### config.mk
export PLATFORM = sky130hd
export DESIGN_NAME = mac_seq_kernel
export DESIGN_NICKNAME = d
export VERILOG_FILES = /design/src/rtl/mac_seq_pkg.sv /design/src/rtl/mac_seq_ctrl.sv /design/src/rtl/mac_seq_dp.sv /design/src/rtl/mac_seq_kernel.sv
export SDC_FILE = /design/constraint.sdc
export NUM_CORES = 1
export LEC_CHECK = 0
export CORE_UTILIZATION = 55
export CTS_CLUSTER_SIZE = 10
export DETAILED_ROUTE_END_ITERATION = 10
export PLACE_DENSITY_LB_ADDON = 0.25
export SLEW_MARGIN = 15
export SYNTH_ARGS = -nofsm -noshare
export SYNTH_HDL_FRONTEND = slang
export SYNTH_SLANG_ARGS = --single-unit
### constraint.sdc
create_clock -name clk -period 6.9 [get_ports clk]
set_input_delay 1.38 -clock clk [delete_from_list [all_inputs] [get_ports clk]]
set_output_delay 1.38 -clock clk [all_outputs]
set_load 0.005 [all_outputs]
### src/rtl/mac_seq_pkg.sv
package mac_seq_pkg;

  typedef enum logic [1:0] {
    ST_IDLE  = 2'd0,
    ST_READ  = 2'd1,
    ST_MAC   = 2'd2,
    ST_WRITE = 2'd3
  } kstate_t;

endpackage

### src/rtl/mac_seq_ctrl.sv
module mac_seq_ctrl
  import mac_seq_pkg::*;
#(
  parameter int ADDR_W = 2,
  parameter int COUNT  = 3
) (
  input  logic              clk,
  input  logic              rst,
  input  logic              start,
  output logic              accept,
  output logic              mac_en,
  output logic              in_ce,
  output logic [ADDR_W-1:0] in_addr,
  output logic              out_ce,
  output logic              out_we,
  output logic [ADDR_W-1:0] out_addr,
  output logic              done
);

  localparam logic [ADDR_W-1:0] LAST_IDX = ADDR_W'(COUNT - 1);

  kstate_t           state_q;
  logic [ADDR_W-1:0] idx_q;
  logic              done_q;

  always_comb begin
    accept   = (state_q == ST_IDLE) && start;
    mac_en   = (state_q == ST_MAC);
    in_ce    = (state_q == ST_READ);
    out_ce   = (state_q == ST_WRITE);
    out_we   = (state_q == ST_WRITE);
    in_addr  = idx_q;
    out_addr = idx_q;
    done     = done_q;
  end

  always_ff @(posedge clk) begin
    if (rst) begin
      state_q <= ST_IDLE;
      idx_q   <= '0;
      done_q  <= 1'b0;
    end else begin
      done_q <= 1'b0;
      case (state_q)
        ST_IDLE: begin
          if (start) begin
            idx_q   <= '0;
            state_q <= ST_READ;
          end
        end
        ST_READ:  state_q <= ST_MAC;
        ST_MAC:   state_q <= ST_WRITE;
        ST_WRITE: begin
          if (idx_q == LAST_IDX) begin
            done_q  <= 1'b1;
            state_q <= ST_IDLE;
          end else begin
            idx_q   <= idx_q + 1'b1;
            state_q <= ST_READ;
          end
        end
        default: state_q <= ST_IDLE;
      endcase
    end
  end


  start_read_chk: assert property (@(posedge clk) disable iff (rst)
    accept |=> (in_ce && in_addr == '0));


  read_to_write_chk: assert property (@(posedge clk) disable iff (rst)
    in_ce |-> ##2 (out_ce && out_addr == $past(in_addr, 2)));


  single_write_chk: assert property (@(posedge clk) disable iff (rst)
    out_ce |=> !out_ce);


  done_after_last_chk: assert property (@(posedge clk) disable iff (rst)
    done |-> ($past(out_ce) && $past(out_addr) == LAST_IDX));


  done_pulse_chk: assert property (@(posedge clk) disable iff (rst)
    done |=> !done);


  ce_excl_chk: assert property (@(posedge clk) disable iff (rst)
    !(in_ce && out_ce));

endmodule

### src/rtl/mac_seq_dp.sv
module mac_seq_dp #(
  parameter int DATA_W = 32,
  parameter int SCAL_W = 8
) (
  input  logic              clk,
  input  logic              rst,
  input  logic              load,
  input  logic              mac_en,
  input  logic [SCAL_W-1:0] a,
  input  logic [SCAL_W-1:0] b,
  input  logic [SCAL_W-1:0] c,
  input  logic [DATA_W-1:0] in_rdata,
  output logic [DATA_W-1:0] out_data
);

  localparam int EXT_W = DATA_W - SCAL_W;

  logic [SCAL_W-1:0] a_q, b_q, c_q;
  logic [DATA_W-1:0] a_ext, b_ext, c_ext;
  logic [DATA_W-1:0] prod;
  logic [DATA_W-1:0] part_q;

  always_comb begin
    a_ext    = {{EXT_W{a_q[SCAL_W-1]}}, a_q};
    b_ext    = {{EXT_W{b_q[SCAL_W-1]}}, b_q};
    c_ext    = {{EXT_W{c_q[SCAL_W-1]}}, c_q};
    prod     = a_ext * in_rdata;
    out_data = part_q + c_ext;
  end

  always_ff @(posedge clk) begin
    if (rst) begin
      a_q    <= '0;
      b_q    <= '0;
      c_q    <= '0;
      part_q <= '0;
    end else begin
      if (load) begin
        a_q <= a;
        b_q <= b;
        c_q <= c;
      end
      if (mac_en) part_q <= prod + b_ext;
    end
  end


  hold_scalar_chk: assert property (@(posedge clk) disable iff (rst)
    !load |=> ($stable(a_q) && $stable(b_q) && $stable(c_q)));

endmodule

### src/rtl/mac_seq_kernel.sv
module mac_seq_kernel #(
  parameter int DATA_W = 32,
  parameter int SCAL_W = 8,
  parameter int ADDR_W = 2,
  parameter int COUNT  = 3
) (
  input  logic              clk,
  input  logic              rst,
  input  logic              start,
  input  logic [SCAL_W-1:0] a,
  input  logic [SCAL_W-1:0] b,
  input  logic [SCAL_W-1:0] c,
  output logic              done,
  output logic [ADDR_W-1:0] in_addr,
  output logic              in_ce,
  input  logic [DATA_W-1:0] in_rdata,
  output logic [ADDR_W-1:0] out_addr,
  output logic              out_ce,
  output logic              out_we,
  output logic [DATA_W-1:0] out_data
);

  logic accept;
  logic mac_en;

  mac_seq_ctrl #(
    .ADDR_W(ADDR_W),
    .COUNT (COUNT)
  ) u_ctrl (
    .clk     (clk),
    .rst     (rst),
    .start   (start),
    .accept  (accept),
    .mac_en  (mac_en),
    .in_ce   (in_ce),
    .in_addr (in_addr),
    .out_ce  (out_ce),
    .out_we  (out_we),
    .out_addr(out_addr),
    .done    (done)
  );

  mac_seq_dp #(
    .DATA_W(DATA_W),
    .SCAL_W(SCAL_W)
  ) u_dp (
    .clk     (clk),
    .rst     (rst),
    .load    (accept),
    .mac_en  (mac_en),
    .a       (a),
    .b       (b),
    .c       (c),
    .in_rdata(in_rdata),
    .out_data(out_data)
  );

endmodule

======== Word-level counts from Yosys, hierarchy flattened ========
Cells that the tools add are included.
word-level totals
  logic and storage cells ................. 30
  output and inout port bits .............. 40
  bits in registers ....................... 61
  input bits .............................. 59
cells by class
  eq/ne operators ......................... 6
  add/sub/neg operators ................... 3
  bitwise gates (word level) .............. 1
  mux-type cells .......................... 7
  multiply operators ...................... 1
  reductions and logical operators ........ 5
operators with widths
  kind                                                                   count
  32-bit adder                                                           2
  8-bit by 32-bit multiplier with 32-bit output                          1
  2-bit case mux with 4 select lines                                     1
  2-bit equality test, second input constant                             3
  2-bit two-way mux                                                      3
  2-bit inequality test, second input constant                           2
  2-bit case mux with 2 select lines                                     1
  3-bit AND reduction                                                    1
  2-bit by 1-bit adder with 2-bit output, second input constant          1
  2-bit by 1-bit equality test with 1-bit output, second input constant  1
  2-bit zero test                                                        1
  1-bit two-way mux                                                      2
  2-bit nonzero test                                                     1
  2-bit OR reduction                                                     1
  1-bit logical AND                                                      1
  1-bit NOT                                                              1

======== Logic depth before layout (Yosys ltp) ========
Gate-level depths: netlist of run 1.
  depth after elaboration ................. 3
  mapped depth ............................ 23
  mapped depth without buffers ............ 21

======== Cells and area by module ========
Synthesis of run 1 repeated with hierarchy kept, for this count alone.
second synthesis, totals
  cell total of the unflattened synthesis .. 1,247
  area total of the unflattened synthesis .. 11,304.6 µm²
modules (own cells, without submodules)
  module        area an instance (µm²)  times used  cells an instance  seq. area each (µm²)
  mac_seq_dp    10,950.5                1           1,209              1,121.1
  mac_seq_ctrl  354.1                   1           38                 100.1

======== Worst setup path after synthesis of run 1 ========
Ideal clock, no wire load.
  path type ............................... in2reg
  start point ............................. input port in_rdata[6]
  end point ............................... register u_dp.part_q[28]
  path buffers ............................ 0
  stages .................................. 19
  data required time ...................... 6.766 ns
  arrival ................................. 5.904 ns
  setup time .............................. 0.134 ns
  slack ................................... 0.862 ns
  path through ............................ nand2_1 fa_1 inv_1 fa_1 inv_1 fa_1 inv_1 fa_1 fa_1 ha_1 o211ai_1 a21oi_2 o211ai_1 or3b_1 o31ai_4 o31ai_4 o41ai_2 or4b_1 o311ai_1
between the ends
  cells in the longest elaborated chain, start to end .. 2
ends and longest elaborated chain
  element                                        RTL line              RTL
  start: declaration                             mac_seq_kernel.sv:16  input logic [DATA_W-1:0] in_rdata,
  8-bit by 32-bit multiplier with 32-bit output  mac_seq_dp.sv:27      prod = a_ext * in_rdata;
  32-bit adder                                   mac_seq_dp.sv:43      if (mac_en) part_q <= prod + b_ext;
  end signal: assignment                         mac_seq_dp.sv:43
  end: declaration                               mac_seq_dp.sv:21      logic [DATA_W-1:0] part_q;
No other way between the ends.
A chain may end at the register's enable or synchronous reset.

======== Final worst setup path of run 1 ========
  start point ............................. input port in_rdata[17]
  end point ............................... register u_dp.part_q[29]
Same word-level chain as after synthesis.

==> results of run 1 <==
[sequential cells by signal, indices dropped and copies added (netlist names)]
register / cells
u_dp.a_q: 8
u_dp.part_q: 32
u_ctrl.in_addr: 2
u_ctrl.state_q: 2
u_dp.b_q: 8
u_ctrl.done: 1
u_dp.c_q: 8
[per-stage QoR]
stage          total power (W)  hold slack, ns   util  setup slack [ns]
6_report               0.00402           0.455  0.638             0.402
3_5_place_dp           0.00362           0.451  0.624            0.0453
4_1_cts                0.00409           0.459  0.638             0.411
3_3_place_gp           0.00356           0.443  0.624             0.119
5_1_grt                0.00446           0.472  0.638            0.0586
2_1_floorplan          0.00267           0.436      -             0.862
[logic make-up after synthesis]
logic type / count (synthesis) / share of synthesized area
XOR/XNOR: 65 / 0.0505
adder cells (fa/ha/maj): 292 / 0.449
flip-flops: 61 / 0.108
AND/OR/NAND/NOR: 425 / 0.189
buffers and inverters: 196 / 0.0662
AO/OA/AOI/OAI: 197 / 0.116
multiplexers: 24 / 0.0213
[power by group through the flow]
stage / clock (W) / sequential [W] / combinational [W]
2_1_floorplan: 0 / 0.000490 / 0.00218
3_3_place_gp: 0 / 0.000529 / 0.00303
3_5_place_dp: 0 / 0.000530 / 0.00309
4_1_cts: 0.000434 / 0.000524 / 0.00313
5_1_grt: 0.000451 / 0.000536 / 0.00347
6_report: 0.000429 / 0.000524 / 0.00307
[tightest hold or removal path, cell delays in order (launching register included)]
cell,delay (ns)
dfxtp_1,0.31
nand2_1,0.05
a21oi_1,0.05
[worst max-delay path by stage]
stage,end,cells past startpoint
finish,u_dp.part_q[29],18
global placement,u_dp.part_q[30],20
global route,u_dp.part_q[29],18
CTS,u_dp.part_q[30],19
floorplan,u_dp.part_q[28],19
detailed placement,u_dp.part_q[30],20
[final cells by class]
type | instances | share of cell area
inverter | 148 | 0.0432
tap | 270 | 0.0262
multi-input combinational | 1003 | 0.724
clock inverter | 6 | 0.00369
sequential | 61 | 0.0949
timing repair buffer | 122 | 0.0898
clock buffer | 10 | 0.0186
[Yosys cell counts, drive strengths merged (26+ instances only)]
library cell	n	share of area
xnor2	44	0.034
o21ai	34	0.016
a21o	26	0.017
clkbuf	42	0.014
nor2	59	0.020
nand2	158	0.053
ha	104	0.12
and2	122	0.068
inv	148	0.049
nor2b	28	0.016
a21oi	81	0.038
dfxtp	61	0.11
fa	188	0.33
[cells in the final DEF (no fill, tap or decap), types with 3 or more instances in the layout]
cell and instances:
ha_1 103, nor2b_1 28, buf_4 24, nand3b_1 4, a211oi_1 8, xnor2_1 44, or2_2 3, a21o_1 26
a21oi_2 6, nand2_1 158, dfxtp_1 61, and2_1 122, o21ai_1 6, o21bai_1 7, nand2b_1 15, a21oi_1 75
clkinv_4 3, clkbuf_16 9, nor3_1 6, o21ai_0 26, o31ai_1 3, nand4_1 5, o211ai_1 6, clkdlybuf4s50_1 97
a31oi_1 5, or3_1 4, inv_1 148, xor2_1 21, nand3_1 9, nor2_1 59, mux2i_1 24, fa_1 188
o21a_1 5
[metal layers]
| layer | track usage | wire length (um) | share of wire | vias to the layer above |
|---|---|---|---|---|
| met5 | 0 | 0 | 0 | - |
| met4 | 0.0542 | 351 | 0.014 | 0 |
| met3 | 0.0412 | 1280 | 0.051 | 24 |
| met2 | 0.427 | 12500 | 0.50 | 225 |
| met1 | 0.326 | 10700 | 0.43 | 4311 |
| li1 | - | - | - | 4221 |
==> impl_metrics.tcl, run 1 <==
set metrics [dict create \
    status "complete, no violations" \
    wl_um 24900 \
    worstPathCellList "clkdlybuf4s50_1 > nand2_1 > fa_1 > inv_1 > fa_1 > fa_1 > fa_1 > ha_1 > ha_1 > nand2_1 > o21ai_0 > nor2_1 > or2_2 > o211ai_1 > a41oi_1 > xnor2_1 > mux2i_1 > nor2_1" \
    grt_pass1_vias 8970 \
    switching_share 0.485 \
    cts.sinks 61 \
    seqPwrFrac 0.130 \
    rsz0062_at_grt "no" \
    hold_buffers 0 \
    drtIter0Drc 421 \
    relSlewSlack 0.333 \
    ir_drop_mv 0.258 \
    final.min_clock_period_ns 6.50 \
    drt_pass1_iterations 6 \
    fin_skew_ns 0.00954 \
    crit_path_frequent_cell "fa_1" \
    syn_inst 1260 \
    worstHoldStart "u_dp.b_q[2]" \
    netlist_area_mm2 0.0113 \
    ys_seq_area_frac 0.108 \
    dr_total_vias 8781 \
    dieArea_mm2 0.0211 \
    r2r-end "u_dp.part_q[30]" \
    finalCritPeriodShare 0.942 \
    grt_pass1_wl_um 42700 \
    place_area_mm2 0.0126 \
    synth-edff-count 0 \
    cp_slowest_cell "clkdlybuf4s50_1" \
    p_int_w 0.00207 \
    crit_family "adder cells" \
    drv_cap 0 \
    final.setup.tns_ns 0 \
    grt_use_total 0.248 \
    viasPerCell 5.42 \
    ys_ff_latch 61 \
    cts_tree "done" \
    clkPwrFrac 0.107 \
    fp.dieW_um 145 \
    clock_path_buffers 2 \
    synth_warnings 0 \
    critPathMaxFanout 8 \
    p_switching_w 0.00195 \
    cts_setup_buffers 0 \
    synth-main-ff-cell "dfxtp_1" \
    hold_depth 2 \
    max_freq_mhz 154 \
    hold_class "reg2reg" \
    ys_async_sr_fraction 0 \
    min_to "u_dp.b_q[2]" \
    start_util 0.559 \
    gp_congestion 0.871 \
    syn_avg_cell_area_um2 8.95 \
    critical_path.max_stage_delay_ns 0.68 \
    coreArea_mm2 0.0202 \
    setup_viol 0 \
    critical_path_arrival_ns 6.70 \
    post_cts_resized 0 \
    p_comb_frac 0.763 \
    final_cell_area_mm2 0.0129 \
    remaining_drc_errors 0 \
    seq_area_mm2 0.00122 \
    tightestPinTransition_ns 0.999 \
    root_buffer "clkbuf_16" \
    numPortBuffers 98 \
    drv_slew 0 \
    ant_nets 0 \
    setup.worst_path.start "in_rdata[17]" \
    ios 99 \
    critical_path.endpoint_type "register" \
    timing.rr.start "u_dp.b_q[7]" \
    fill_cells 1716 \
    h-tree-depth 3 \
    wl_per_cell_um 15.4 \
    reg2reg_slack_ns 1.12 \
    clk_latency_ns 0.34 \
    drive_above_1_share 0.0444 \
    multi_input_area_mm2 0.00931 \
    dpl.cell_count 1604 \
    p_leak_nw 6.22 \
    fin_nets 1696 \
    finalHoldViolCount 0 \
    rows 52 \
    yosysUniqueCellTypes 56 \
    clk_pin_slew_worst_paths_ns 0.06 \
    crit_type "in2reg" \
    critPathLaunchType "primary input" \
    worstPathRequired_ns 7.10 \
    crit_buf_inv 2 \
    grt_overflow_total 0 \
    power_density_mw_per_mm2 312 \
    worst_r2r_path_depth 17 \
    die_h_um 145 \
    area_growth_pct 14.1 \
    antenna_cells 0 \
    syn_nets 1611 \
    antenna_found_initial 0 \
    grt_max_degree 70 \
    final_cells 1620 \
    cts_made_buffers 9 \
    place_hpwl_um 20500 \
]
No activity file was read; power rests on OpenSTA's default activity.
==> inputs of run 2 (changes only) <==
Settings changed: CORE_MARGIN set to 2, GPL_TIMING_DRIVEN set to 0.
==> run 2 against run 1 <==
Setup slack worse by 0.18 ns. Total power up 1.3%. Non-clock buffer count up 25. Final area up 0.62%. Core utilization up 0.40 points. Sequential cell count unchanged. Register-to-register slack worse by 0.62 ns. Sequential share of layout area about the same. Final cell count up 1.5%. Critical endpoint is now u_dp.part_q[28].
==> impl_metrics.tcl, run 2 (synthesis results as in run 1) <==
set metrics [dict create \
    gp_congestion 0.881 \
    critPathMaxFanout 8 \
    drt_pass1_iterations 5 \
    crit_type "in2reg" \
    drv_slew 0 \
    clock_path_buffers 2 \
    critical_path.endpoint_type "register" \
    grtUsageMet3 0.0429 \
    grt-busiest-layer "met2" \
    viasPerCell 5.48 \
    grtUsageMet2 0.425 \
    crit_buf_inv 2 \
    post-place-ws_ns -0.335 \
    area_growth_pct 14.8 \
    grt_max_degree 27 \
    finalHoldViolCount 0 \
    critical_path_arrival_ns 6.88 \
    max_freq_mhz 150 \
    cp_slowest_cell "clkdlybuf4s50_1" \
    dr_total_vias 9010 \
    drtIter0Drc 488 \
    antenna_cells 0 \
    cts.sinks 61 \
    status "complete, no violations" \
    cts_made_buffers 9 \
    clk_pin_slew_worst_paths_ns 0.06 \
    setup_viol 0 \
    grt_pass1_vias 9091 \
    clk_latency_ns 0.34 \
    root_buffer "clkbuf_16" \
    hold_buffers 0 \
    rsz0062_at_grt "no" \
    grt_util_met1 0.344 \
    p_leak_nw 6.25 \
    crit_family "adder cells" \
    timing.rr.start "u_dp.a_q[4]" \
    power_density_mw_per_mm2 315 \
    crit_path_frequent_cell "fa_1" \
    hold_depth 2 \
    antenna_found_initial 0 \
    remaining_drc_errors 0 \
    tightestPinTransition_ns 0.762 \
    final.min_clock_period_ns 6.68 \
    r2r-end "u_dp.part_q[28]" \
    total_power_w 0.00407 \
    ios 99 \
    place_hpwl_um 22600 \
    reg2reg_slack_ns 0.50 \
    grt_pass1_wl_um 44600 \
    worstPathRequired_ns 7.10 \
    hold_class "reg2reg" \
    fin_skew_ns 0.0126 \
    grt_overflow_total 0 \
    critPathLaunchType "primary input" \
    largest_register_ffs 32 \
    fp.dieW_um 147 \
    start_util 0.559 \
    finalCritPeriodShare 0.968 \
    h-tree-depth 3 \
    wl_um 27000 \
    grt_use_total 0.257 \
    top_register "u_dp.part_q" \
    fin_nets 1721 \
    wl_per_cell_um 16.4 \
    numPortBuffers 98 \
    setup_slack_ns 0.223 \
    rows 52 \
    critical_path.max_stage_delay_ns 0.53 \
    relSlewSlack 0.492 \
    worstHoldStart "u_dp.b_q[3]" \
    coreArea_mm2 0.0202 \
    die_h_um 147 \
    post_cts_resized 0 \
    final_common_cell "fa_1" \
    drive_above_1_share 0.0291 \
    cts_setup_buffers 0 \
    ant_nets 0 \
    final_cell_mix "fa_1, nand2_1, inv_1" \
    dieArea_mm2 0.0217 \
    worst_r2r_path_depth 19 \
    ir_drop_mv 0.243 \
    worstPathCellList "clkdlybuf4s50_1 > nand2b_1 > fa_1 > fa_1 > inv_1 > fa_1 > fa_1 > fa_1 > ha_1 > o211ai_1 > a21oi_2 > o211ai_1 > or3b_1 > o31ai_4 > o31ai_4 > o41ai_2 > or4b_1 > o311ai_1" \
    min_to "u_dp.b_q[3]" \
    drv_cap 0 \
    setup.worst_path.start "in_rdata[0]" \
    cts_tree "done" \
]
[run 2: changes by cell type in the layout (fill, tap and decap cells not counted), sizes merged]
cell | previous run | this run
dlymetal6s2s | 0 | 7
bufinv | 0 | 1
clkdlybuf4s50 | 97 | 91
buf | 25 | 7
inv | 149 | 150
clkbuf | 10 | 51
clkinv | 4 | 3
[run 2: area by class of cell]
type                            count  area, um^2
Multi-Input combinational cell   1003        9310
Fill cell                        1764        7220
Sequential cell                    61        1220
Timing Repair Buffer               99        1030
Inverter                          148         556
Tap cell                          270         338
Clock buffer                        9         225
Buffer                             48         191
Clock inverter                      7        81.3
[run 2: tightest hold or removal path, stage by stage, from the launching register on]
cell	delay, ns
dfxtp_1	0.31
nand2_1	0.05
a21oi_1	0.05
[run 2: layer usage]
| layer | vias to the layer above | wire [um] |
|---|---|---|
| met3 | 54 | 1710 |
| met1 | 4405 | 11400 |
| li1 | 4279 | - |
| met5 | - | 0 |
| met2 | 272 | 13000 |
| met4 | 0 | 909 |
[run 2: how the worst max path moves through the flow]
stage	to	depth (start not counted)
after detailed placement	u_dp.part_q[28]	20
final	u_dp.part_q[28]	18
after floorplan	u_dp.part_q[28]	19
after CTS	u_dp.part_q[28]	20
after global placement	u_dp.part_q[30]	20
after global routing	u_dp.part_q[31]	19
[run 2: report_power, final]
part	switching [W]	internal, W	total (W)
logic	0.00174	0.00136	0.00310
registers	0.0000710	0.000438	0.000509
clock network	0.000178	0.000283	0.000461
[run 2: through the flow]
step | hold slack [ns] | cells | utilization | TNS [ns] | instance area (um^2)
global route | 0.478 | 1645 | 0.642 | 0 | 13000
detailed placement | 0.449 | 1629 | 0.626 | -1.16 | 12600
finish | 0.456 | 1645 | 0.642 | 0 | 13000
CTS | 0.457 | 1645 | 0.641 | 0 | 12900
global placement | 0.444 | 1628 | 0.625 | -0.728 | 12600
floorplan | 0.436 | 1260 | - | 0 | 11300
